File: config.mk
export PLATFORM = sky130hd
export DESIGN_NAME = shift_add_mul
export DESIGN_NICKNAME = d
export VERILOG_FILES = /design/src/rtl/mul_pkg.sv /design/src/rtl/mul_magnitude.sv /design/src/rtl/mul_ctrl.sv /design/src/rtl/mul_datapath.sv /design/src/rtl/shift_add_mul.sv
export SDC_FILE = /design/constraint.sdc
export NUM_CORES = 1
export LEC_CHECK = 0
export BUFFER_PORTS_ARGS = -buffer_cell sky130_fd_sc_hd__clkbuf_2
export CAP_MARGIN = 20
export CORE_ASPECT_RATIO = 1.2
export CORE_MARGIN = 3
export CORE_UTILIZATION = 30
export CTS_BUF_LIST = sky130_fd_sc_hd__clkbuf_2 sky130_fd_sc_hd__clkbuf_4 sky130_fd_sc_hd__clkbuf_8
export DETAILED_ROUTE_END_ITERATION = 6
export PLACE_DENSITY_LB_ADDON = 0.3
export SLEW_MARGIN = 10
export SYNTH_ARGS = -nofsm -noshare
export SYNTH_HDL_FRONTEND = slang
export SYNTH_SLANG_ARGS = --single-unit
File: constraint.sdc
create_clock -name clk -period 5.5 [get_ports clk]
set_input_delay 0 -clock clk [delete_from_list [all_inputs] [get_ports clk]]
set_output_delay 0 -clock clk [all_outputs]
set_load 0.005 [all_outputs]
File: src/rtl/mul_pkg.sv
// Shared definitions for the shift-add multiplier.
// Assumes: nothing beyond IEEE 1800-2017 synthesizable subset.
package mul_pkg;

    // Operand-side sign handling selector
    typedef enum logic {
        MODE_UNSIGNED = 1'b0,
        MODE_SIGNED   = 1'b1
    } mul_mode_e;

    // Number of operands handled by the sign-preparation stage
    localparam int unsigned NUM_OPERANDS = 2;

endpackage

File: src/rtl/mul_magnitude.sv
// Converts one operand into an unsigned magnitude plus a sign flag.
// In unsigned mode the operand passes through and the sign flag is 0.
// Assumes: the most negative value maps to 2^(WIDTH-1), which fits
// in WIDTH unsigned bits, so no extra width is required.
module mul_magnitude
    import mul_pkg::*;
#(
    parameter int unsigned WIDTH = 8
) (
    input  logic [WIDTH-1:0] op_i,
    input  mul_mode_e        mode_i,
    output logic [WIDTH-1:0] mag_o,
    output logic             neg_o
);

    // Magnitude and sign from the operand and the mode
    always_comb begin
        neg_o = (mode_i == MODE_SIGNED) && op_i[WIDTH-1];
        mag_o = neg_o ? (~op_i + {{(WIDTH-1){1'b0}}, 1'b1}) : op_i;
    end

endmodule

File: src/rtl/mul_ctrl.sv
// Sequencer for the multiplier: accepts a start when idle, counts
// WIDTH steps, and flags the last step.
// Assumes: WIDTH >= 2; start during busy is dropped on purpose.
module mul_ctrl #(
    parameter int unsigned WIDTH = 8
) (
    input  logic clk,
    input  logic rst_n,
    input  logic start_i,
    output logic busy_o,
    output logic accept_o,
    output logic step_o,
    output logic last_o
);

    localparam int unsigned CNT_W = $clog2(WIDTH + 1);
    localparam logic [CNT_W-1:0] LAST_CNT = CNT_W'(WIDTH - 1);

    logic [CNT_W-1:0] step_cnt;

    // Handshake decode: accept only while idle
    always_comb begin
        accept_o = start_i && !busy_o;
        step_o   = busy_o;
        last_o   = busy_o && (step_cnt == LAST_CNT);
    end

    // Busy flag and step counter
    always_ff @(posedge clk) begin
        if (!rst_n) begin
            busy_o   <= 1'b0;
            step_cnt <= '0;
        end else if (accept_o) begin
            busy_o   <= 1'b1;
            step_cnt <= '0;
        end else if (busy_o) begin
            step_cnt <= step_cnt + 1'b1;
            if (last_o) begin
                busy_o <= 1'b0;
            end
        end
    end

endmodule

File: src/rtl/mul_datapath.sv
// Unsigned shift-add core. The multiplier sits in the low half of a
// combined register and is consumed LSB first. The running sum sits in
// the high half, with one extra bit to catch the carry.
// Assumes: load and step are never asserted together.
module mul_datapath #(
    parameter int unsigned WIDTH = 8
) (
    input  logic               clk,
    input  logic               rst_n,
    input  logic               load_i,
    input  logic               step_i,
    input  logic [WIDTH-1:0]   mcand_i,
    input  logic [WIDTH-1:0]   mplier_i,
    output logic [2*WIDTH-1:0] next_prod_o
);

    localparam int unsigned HI_W = WIDTH + 1;

    logic [HI_W-1:0]  acc_hi;
    logic [WIDTH-1:0] acc_lo;
    logic [WIDTH-1:0] mcand_q;
    logic [HI_W-1:0]  partial;
    logic [HI_W-1:0]  sum;

    // Partial product for the current multiplier bit, and the new sum
    always_comb begin
        partial     = acc_lo[0] ? {1'b0, mcand_q} : '0;
        sum         = acc_hi + partial;
        next_prod_o = {sum[WIDTH:0], acc_lo[WIDTH-1:1]};
    end

    // Load the operands, or add-and-shift one step
    always_ff @(posedge clk) begin
        if (!rst_n) begin
            acc_hi  <= '0;
            acc_lo  <= '0;
            mcand_q <= '0;
        end else if (load_i) begin
            acc_hi  <= '0;
            acc_lo  <= mplier_i;
            mcand_q <= mcand_i;
        end else if (step_i) begin
            acc_hi  <= {1'b0, sum[HI_W-1:1]};
            acc_lo  <= {sum[0], acc_lo[WIDTH-1:1]};
        end
    end

endmodule

File: src/rtl/shift_add_mul.sv
// Multi-cycle multiplier, unsigned or two's complement. Signed operands
// are turned into magnitudes, multiplied by the unsigned core, and the
// product is negated when the operand signs differ.
// Assumes: one operation at a time; result held until the next done.
module shift_add_mul
    import mul_pkg::*;
#(
    parameter int unsigned WIDTH = 8
) (
    input  logic               clk,
    input  logic               rst_n,
    input  logic               start_i,
    input  logic               signed_i,
    input  logic [WIDTH-1:0]   a_i,
    input  logic [WIDTH-1:0]   b_i,
    output logic               busy_o,
    output logic               done_o,
    output logic [2*WIDTH-1:0] product_o
);

    localparam int unsigned PROD_W = 2 * WIDTH;

    logic [WIDTH-1:0]        ops   [NUM_OPERANDS];
    logic [WIDTH-1:0]        mags  [NUM_OPERANDS];
    logic [NUM_OPERANDS-1:0] negs;
    mul_mode_e               mode;
    logic                    accept;
    logic                    step;
    logic                    last;
    logic                    flip_q;
    logic [PROD_W-1:0]       next_prod;

    // Operand routing into the sign-preparation stage
    always_comb begin
        ops[0] = a_i;
        ops[1] = b_i;
        mode   = signed_i ? MODE_SIGNED : MODE_UNSIGNED;
    end

    // One magnitude converter per operand
    for (genvar g = 0; g < NUM_OPERANDS; g++) begin : g_mag
        mul_magnitude #(.WIDTH(WIDTH)) u_mag (
            .op_i   (ops[g]),
            .mode_i (mode),
            .mag_o  (mags[g]),
            .neg_o  (negs[g])
        );
    end

    mul_ctrl #(.WIDTH(WIDTH)) u_ctrl (
        .clk      (clk),
        .rst_n    (rst_n),
        .start_i  (start_i),
        .busy_o   (busy_o),
        .accept_o (accept),
        .step_o   (step),
        .last_o   (last)
    );

    mul_datapath #(.WIDTH(WIDTH)) u_dp (
        .clk         (clk),
        .rst_n       (rst_n),
        .load_i      (accept),
        .step_i      (step),
        .mcand_i     (mags[0]),
        .mplier_i    (mags[1]),
        .next_prod_o (next_prod)
    );

    // Result sign captured at acceptance
    always_ff @(posedge clk) begin
        if (!rst_n) begin
            flip_q <= 1'b0;
        end else if (accept) begin
            flip_q <= ^negs;
        end
    end

    // Final result register and completion pulse
    always_ff @(posedge clk) begin
        if (!rst_n) begin
            product_o <= '0;
            done_o    <= 1'b0;
        end else begin
            done_o <= last;
            if (last) begin
                product_o <= flip_q ? (~next_prod + 1'b1) : next_prod;
            end
        end
    end

endmodule

After elaboration in Yosys (flattened, before gate mapping)
Index checks and enable logic that the tools add are counted.
- $add $sub $neg: 5
- equality and inequality tests: 1
- muxes and demuxes: 10
- bitwise operators: 4
- reduce and logical (&&, ||, !) cells: 8
- operators with widths (cell ; number):
    8-bit two-way mux ; 5
    16-bit by 1-bit adder with 16-bit output, second input constant ; 1
    8-bit by 1-bit adder with 8-bit output, second input constant ; 2
    16-bit two-way mux ; 1
    16-bit inverter ; 1
    8-bit inverter ; 2
    8-bit by 9-bit adder with 9-bit output ; 1
    4-bit by 1-bit adder with 4-bit output, second input constant ; 1
    4-bit by 3-bit equality test with 1-bit output, second input constant ; 1
    1-bit logical AND ; 4
    1-bit two-way mux ; 4
    2-bit nonzero test ; 1
    2-bit OR reduction ; 1
    2-bit XOR reduction ; 1
    1-bit logical NOT ; 1
    1-bit inverter ; 1
- register bits after elaboration: 47
- input bits: 20
- output and inout bits: 18
- logic and storage cells: 36

Longest topological paths before layout
- word-level depth: 5
- depth in mapped cells: 9
- mapped depth without buffers: 9

Modules after synthesis
A second synthesis with hierarchy kept.
- cells, all modules: 359
- area, all modules: 3069.2 um^2
- modules (own cells, without submodules) (module ; instances ; cells each ; area each (um^2)):
    mul_datapath ; 1 ; 169 ; 1485.2
    shift_add_mul ; 1 ; 115 ; 1013.5
    mul_magnitude ; 2 ; 25 ; 156.4
    mul_ctrl ; 1 ; 25 ; 257.7

Least setup slack after synthesis
OpenSTA, ideal clock, no wires.
- path type: register -> register
- from: register u_dp.acc_lo[0]
- to: register product_o[15]
- library setup time: 0.079 ns
- arrival: 2.823 ns
- data required time: 5.421 ns
- slack: 2.598 ns
- stages on the path, launching flop included: 9
- buffers on the path: 0
- cell sequence: dfxtp_1 -> and2_1 -> ha_1 -> fa_1 -> or4_1 -> or2_1 -> or3_1 -> or4b_1 -> o211ai_1
- cells in the longest elaborated chain, start to end: 5
- ends and longest elaborated chain (item ; line ; RTL):
    from (decl) ; mul_datapath.sv:20 ; logic [WIDTH-1:0] acc_lo;
    from (signal assigned) ; mul_datapath.sv:40 ; acc_lo <= mplier_i;
    from (signal assigned) ; mul_datapath.sv:44 ; acc_lo <= {sum[0], acc_lo[WIDTH-1:1]};
    8-bit two-way mux ; mul_datapath.sv:27 ; partial = acc_lo[0] ? {1'b0, mcand_q} : '0;
    8-bit by 9-bit adder with 9-bit output ; mul_datapath.sv:28 ; sum = acc_hi + partial;
    via next_prod[8] ; shift_add_mul.sv:31 ; logic [PROD_W-1:0] next_prod;
    16-bit inverter ; shift_add_mul.sv:87 ; product_o <= flip_q ? (~next_prod + 1'b1) : next_prod;
    16-bit by 1-bit adder with 16-bit output ; shift_add_mul.sv:87 ;
    16-bit two-way mux ; shift_add_mul.sv:87 ;
    to (signal assigned) ; shift_add_mul.sv:87 ;
    to (decl) ; shift_add_mul.sv:18 ; output logic [2*WIDTH-1:0] product_o
The timed path passes the listed nets, and every way through them passes these cells.
A chain may end at the register's enable or synchronous reset.

Final worst setup path
Same ends and word-level chain as after synthesis.

==> summary.md <==
| Metric | Value |
|---|---|
| Post-CTS Setup Inserts | 0 |
| CP max-delay cell | or4_1 |
| Number of fill cells | 950 |
| Number of distinct library cells after synthesis | roughly 50 |
| Area of the mapped netlist | 2740 um2 |
| Total gr overflow | 0 |
| Worst-path clk slew | around 0.090 ns |
| Final antenna-violating net count | 0 |
| FP Rows | 37 |
| Avg Inst Size Synth | 8.08 um2 |
| Synth async-reset ratio | 0% |
| Horiz. Die Dim | 93.2 um |
| Top layer in use | met4 |
| Via count | about 2500 |
| DR vias/cell | about 5 |
| Worst clock skew | roughly 0.0049 ns |
| Top_reg_cell synth | dfxtp_1 |
| Core Area | a little under 9000 um2 |
| # diodes | 0 |
| Post-Place Cells | roughly 480 |
| Synthesized flop and latch total | between 40 and 50 |
| Ranking of synthesized cells by area | dfxtp_1 34%, nor2_1 7.7%, ha_1 5.5% |
| Max-Cap Viols | 0 |
| Setup TNS | 0 ns |
| Min Tclk post-route | approximately 3.1 ns |
| DP HPWL | 4780 um |
| CTS Sinks | between 40 and 50 |
| Status | completed |
| Crit path DAT | about 3.3 ns |
| Drt drc | 0 |
| Slew @ Worst Pin | approximately 0.86 ns |
| Yosys warning count | 0 |
| Vias in the first global route | ~2300 |
| Routed Wire Length | between 6000 and 7000 um |
| Slew Viols, Final | 0 |
| Die area | slightly above 10000 um2 |
| FF/Latch Area | 941 um2 |
| Sequential share of the synthesized area | 34.4% |
| Post-synth EDFFs | 0 |
| Die Span Y | ~110 um |
| Cells after Synth | around 340 |
| Slew HR | 42.8% |
| CTS buffer count | 5 |
| Met1 wire length | approximately 3000 um |
| Syn_nets | around 370 |
| Kind of critical path | flop to flop |
| Crit-path cells | and2_1 -> ha_1 -> fa_1 -> or4_1 -> or2_1 -> or3_1 -> or4b_1 -> o211ai_1 |
| RSZ-0062 raised after global routing | no |
| Largest net degree at the start of global routing | 34 |
| Initial antenna violation count | 0 |
| Cts hold-fix bufs | 3 |
| Dominant cell type by area after synthesis | dfxtp_1 |
| CTS tree | yes |
| Bufs on Longest Clock Path | 2 |
| Routed wl met2 | 3000 um |
| Crit Path Max Fanout | 9 |
| Total track usage | ~12% |
| # nets final | roughly 400 |
| Crit share post-route | around 57% |
| Fraction of layout cells with a size suffix above 1 | roughly 15% |
| Clk Latency, worst-skew pair | approximately 0.3 ns |
| Leakage power | 1.27 nW |
| Area of the multi-input gates | 1700 um2 |
| DRT iter0 DRCs | 81 |
| First-pass GRT wire length | around 11000 um |
| Port Buffer Count | 37 |
| Top-area cell type share of the netlist area | 34.4% |
| Setup violations, final | 0 |
| Max IR drop VDD | 0.0000849 V |
| Initial Util | between 30% and 40% |
| Max Clk Rate | 320 MHz |
| Worst hold path class | input port to flop |
| Area delta synth->final | 15.0% |
| Drt first pass iters | 4 |
| Met3 routed WL | 130 um |
| Nature of the critical path endpoint | flop |
| Post_cts resized | 0 |
| Final Instance Count excl. Fillers | 490 |
| Pwr Total | around 690 uW |
| Endpoints failing hold | 0 |
| Avg WL per Cell | approximately 13 um |
| Final GP Congestion | 0.835 |
| H-tree lvl count | 2 |
| CTS Root Cell | clkbuf_8 |
| IO Pins | 38 |
| Pwr dens | ~220 nW/um2 |
| Slowest stage delay, CP | 0.59 ns |
| Required time worst endpoint | ~5.7 ns |
| Startpoint Class | flop |
placed cells by master (no fill, tap or decap), drive strengths merged, types with 3 or more instances in the layout:
master,netlist,final
nor2b,6,6
mux2i,8,8
a211oi,19,19
a21oi,20,20
o211ai,3,3
a311oi,6,6
or2,3,3
xnor2,10,10
inv,9,10
and2,8,8
ha,12,12
nand3,11,11
o21ai,17,17
clkbuf,15,43
xor2,15,15
nor3,4,4
or3,9,9
o41ai,4,4
dfxtp,47,47
nand2,20,20
o31ai,4,4
dlygate4sd3,0,3
nand2b,5,5
nor2,56,56
per-stage QoR:
stage,util (%),instance area (um2),worst slack [ns],hold WS [ns]
5_1_grt,36.0,3150,2.18,0.0183
2_1_floorplan,-,2740,2.60,0.136
6_report,36.0,3150,2.38,0.00562
4_1_cts,35.9,3140,2.23,0.000412
3_5_place_dp,34.6,3030,2.27,0.271
3_3_place_gp,34.6,3030,2.45,0.278
report_power, final:
part           switching [mW]  internal, mW  total [mW]
Combinational          0.0638        0.0474       0.111
Clock                   0.123        0.0898       0.212
Sequential             0.0124         0.352       0.364
Total                   0.199         0.489       0.688
worst paths after layout:
path / start / end / slack, ns / cells past startpoint
setup / recovery: u_dp.acc_lo[0] / product_o[15] / 2.38 / 8
hold / removal: a_i[4] / u_dp.mcand_q[4] / 0.006 / 3
setup reg to reg: u_dp.acc_lo[0] / product_o[15] / 2.38 / 8
hold reg to reg: u_dp.mcand_q[7] / u_dp.mcand_q[7] / 0.46 / 2
cell type report:
cell class,count,share of cell area [%]
multi-input combinational,266,54.1
sequential,47,29.9
timing repair buffer,43,7.47
tap,117,4.65
clock buffer,5,2.19
inverter,9,1.07
clock inverter,3,0.596
layer usage:
metal  GRT usage, %  vias up
met4           3.23        0
li1               -     1287
met5              0        -
met1           16.2     1132
met2           20.6       30
met3           1.77        2
cell usage after synthesis (10+ instances only):
master / count
nor2_1: 56
dfxtp_1: 47
a21oi_1: 20
nand2_1: 20
a211oi_1: 19
o21ai_0: 17
clkbuf_1: 15
xor2_1: 15
ha_1: 12
nand3_1: 11
xnor2_1: 10
flip-flops by register name, indices dropped and copies added, names as in the netlist:
name,flops
u_ctrl.step_cnt,4
u_dp.acc_hi,8
u_ctrl.busy_o,1
u_dp.mcand_q,8
done_o,1
u_dp.acc_lo,8
flip_q,1
product_o,16
kinds of logic (layout without fill, tap and decap cells):
family / Yosys count / in the layout / share of synthesized area, %
multiplexers: 8 / 8 / 2.93
AO/OA/AOI/OAI: 87 / 87 / 21.3
flip-flops: 47 / 47 / 34.4
buffers and inverters: 26 / 60 / 3.56
AND/OR/NAND/NOR: 133 / 133 / 23.6
XOR/XNOR: 25 / 25 / 8.00
adder cells (fa/ha/maj): 13 / 13 / 6.22
critical path, delay by kind of cell (launching register included):
family | cells | cell delay [ns]
AOI/OAI and AO/OA | 1 | 0.10
and+or+nand+nor | 5 | 1.82
adders and majority gates | 2 | 0.70
DFF | 1 | 0.44
(Power assumes the default switching activity.)
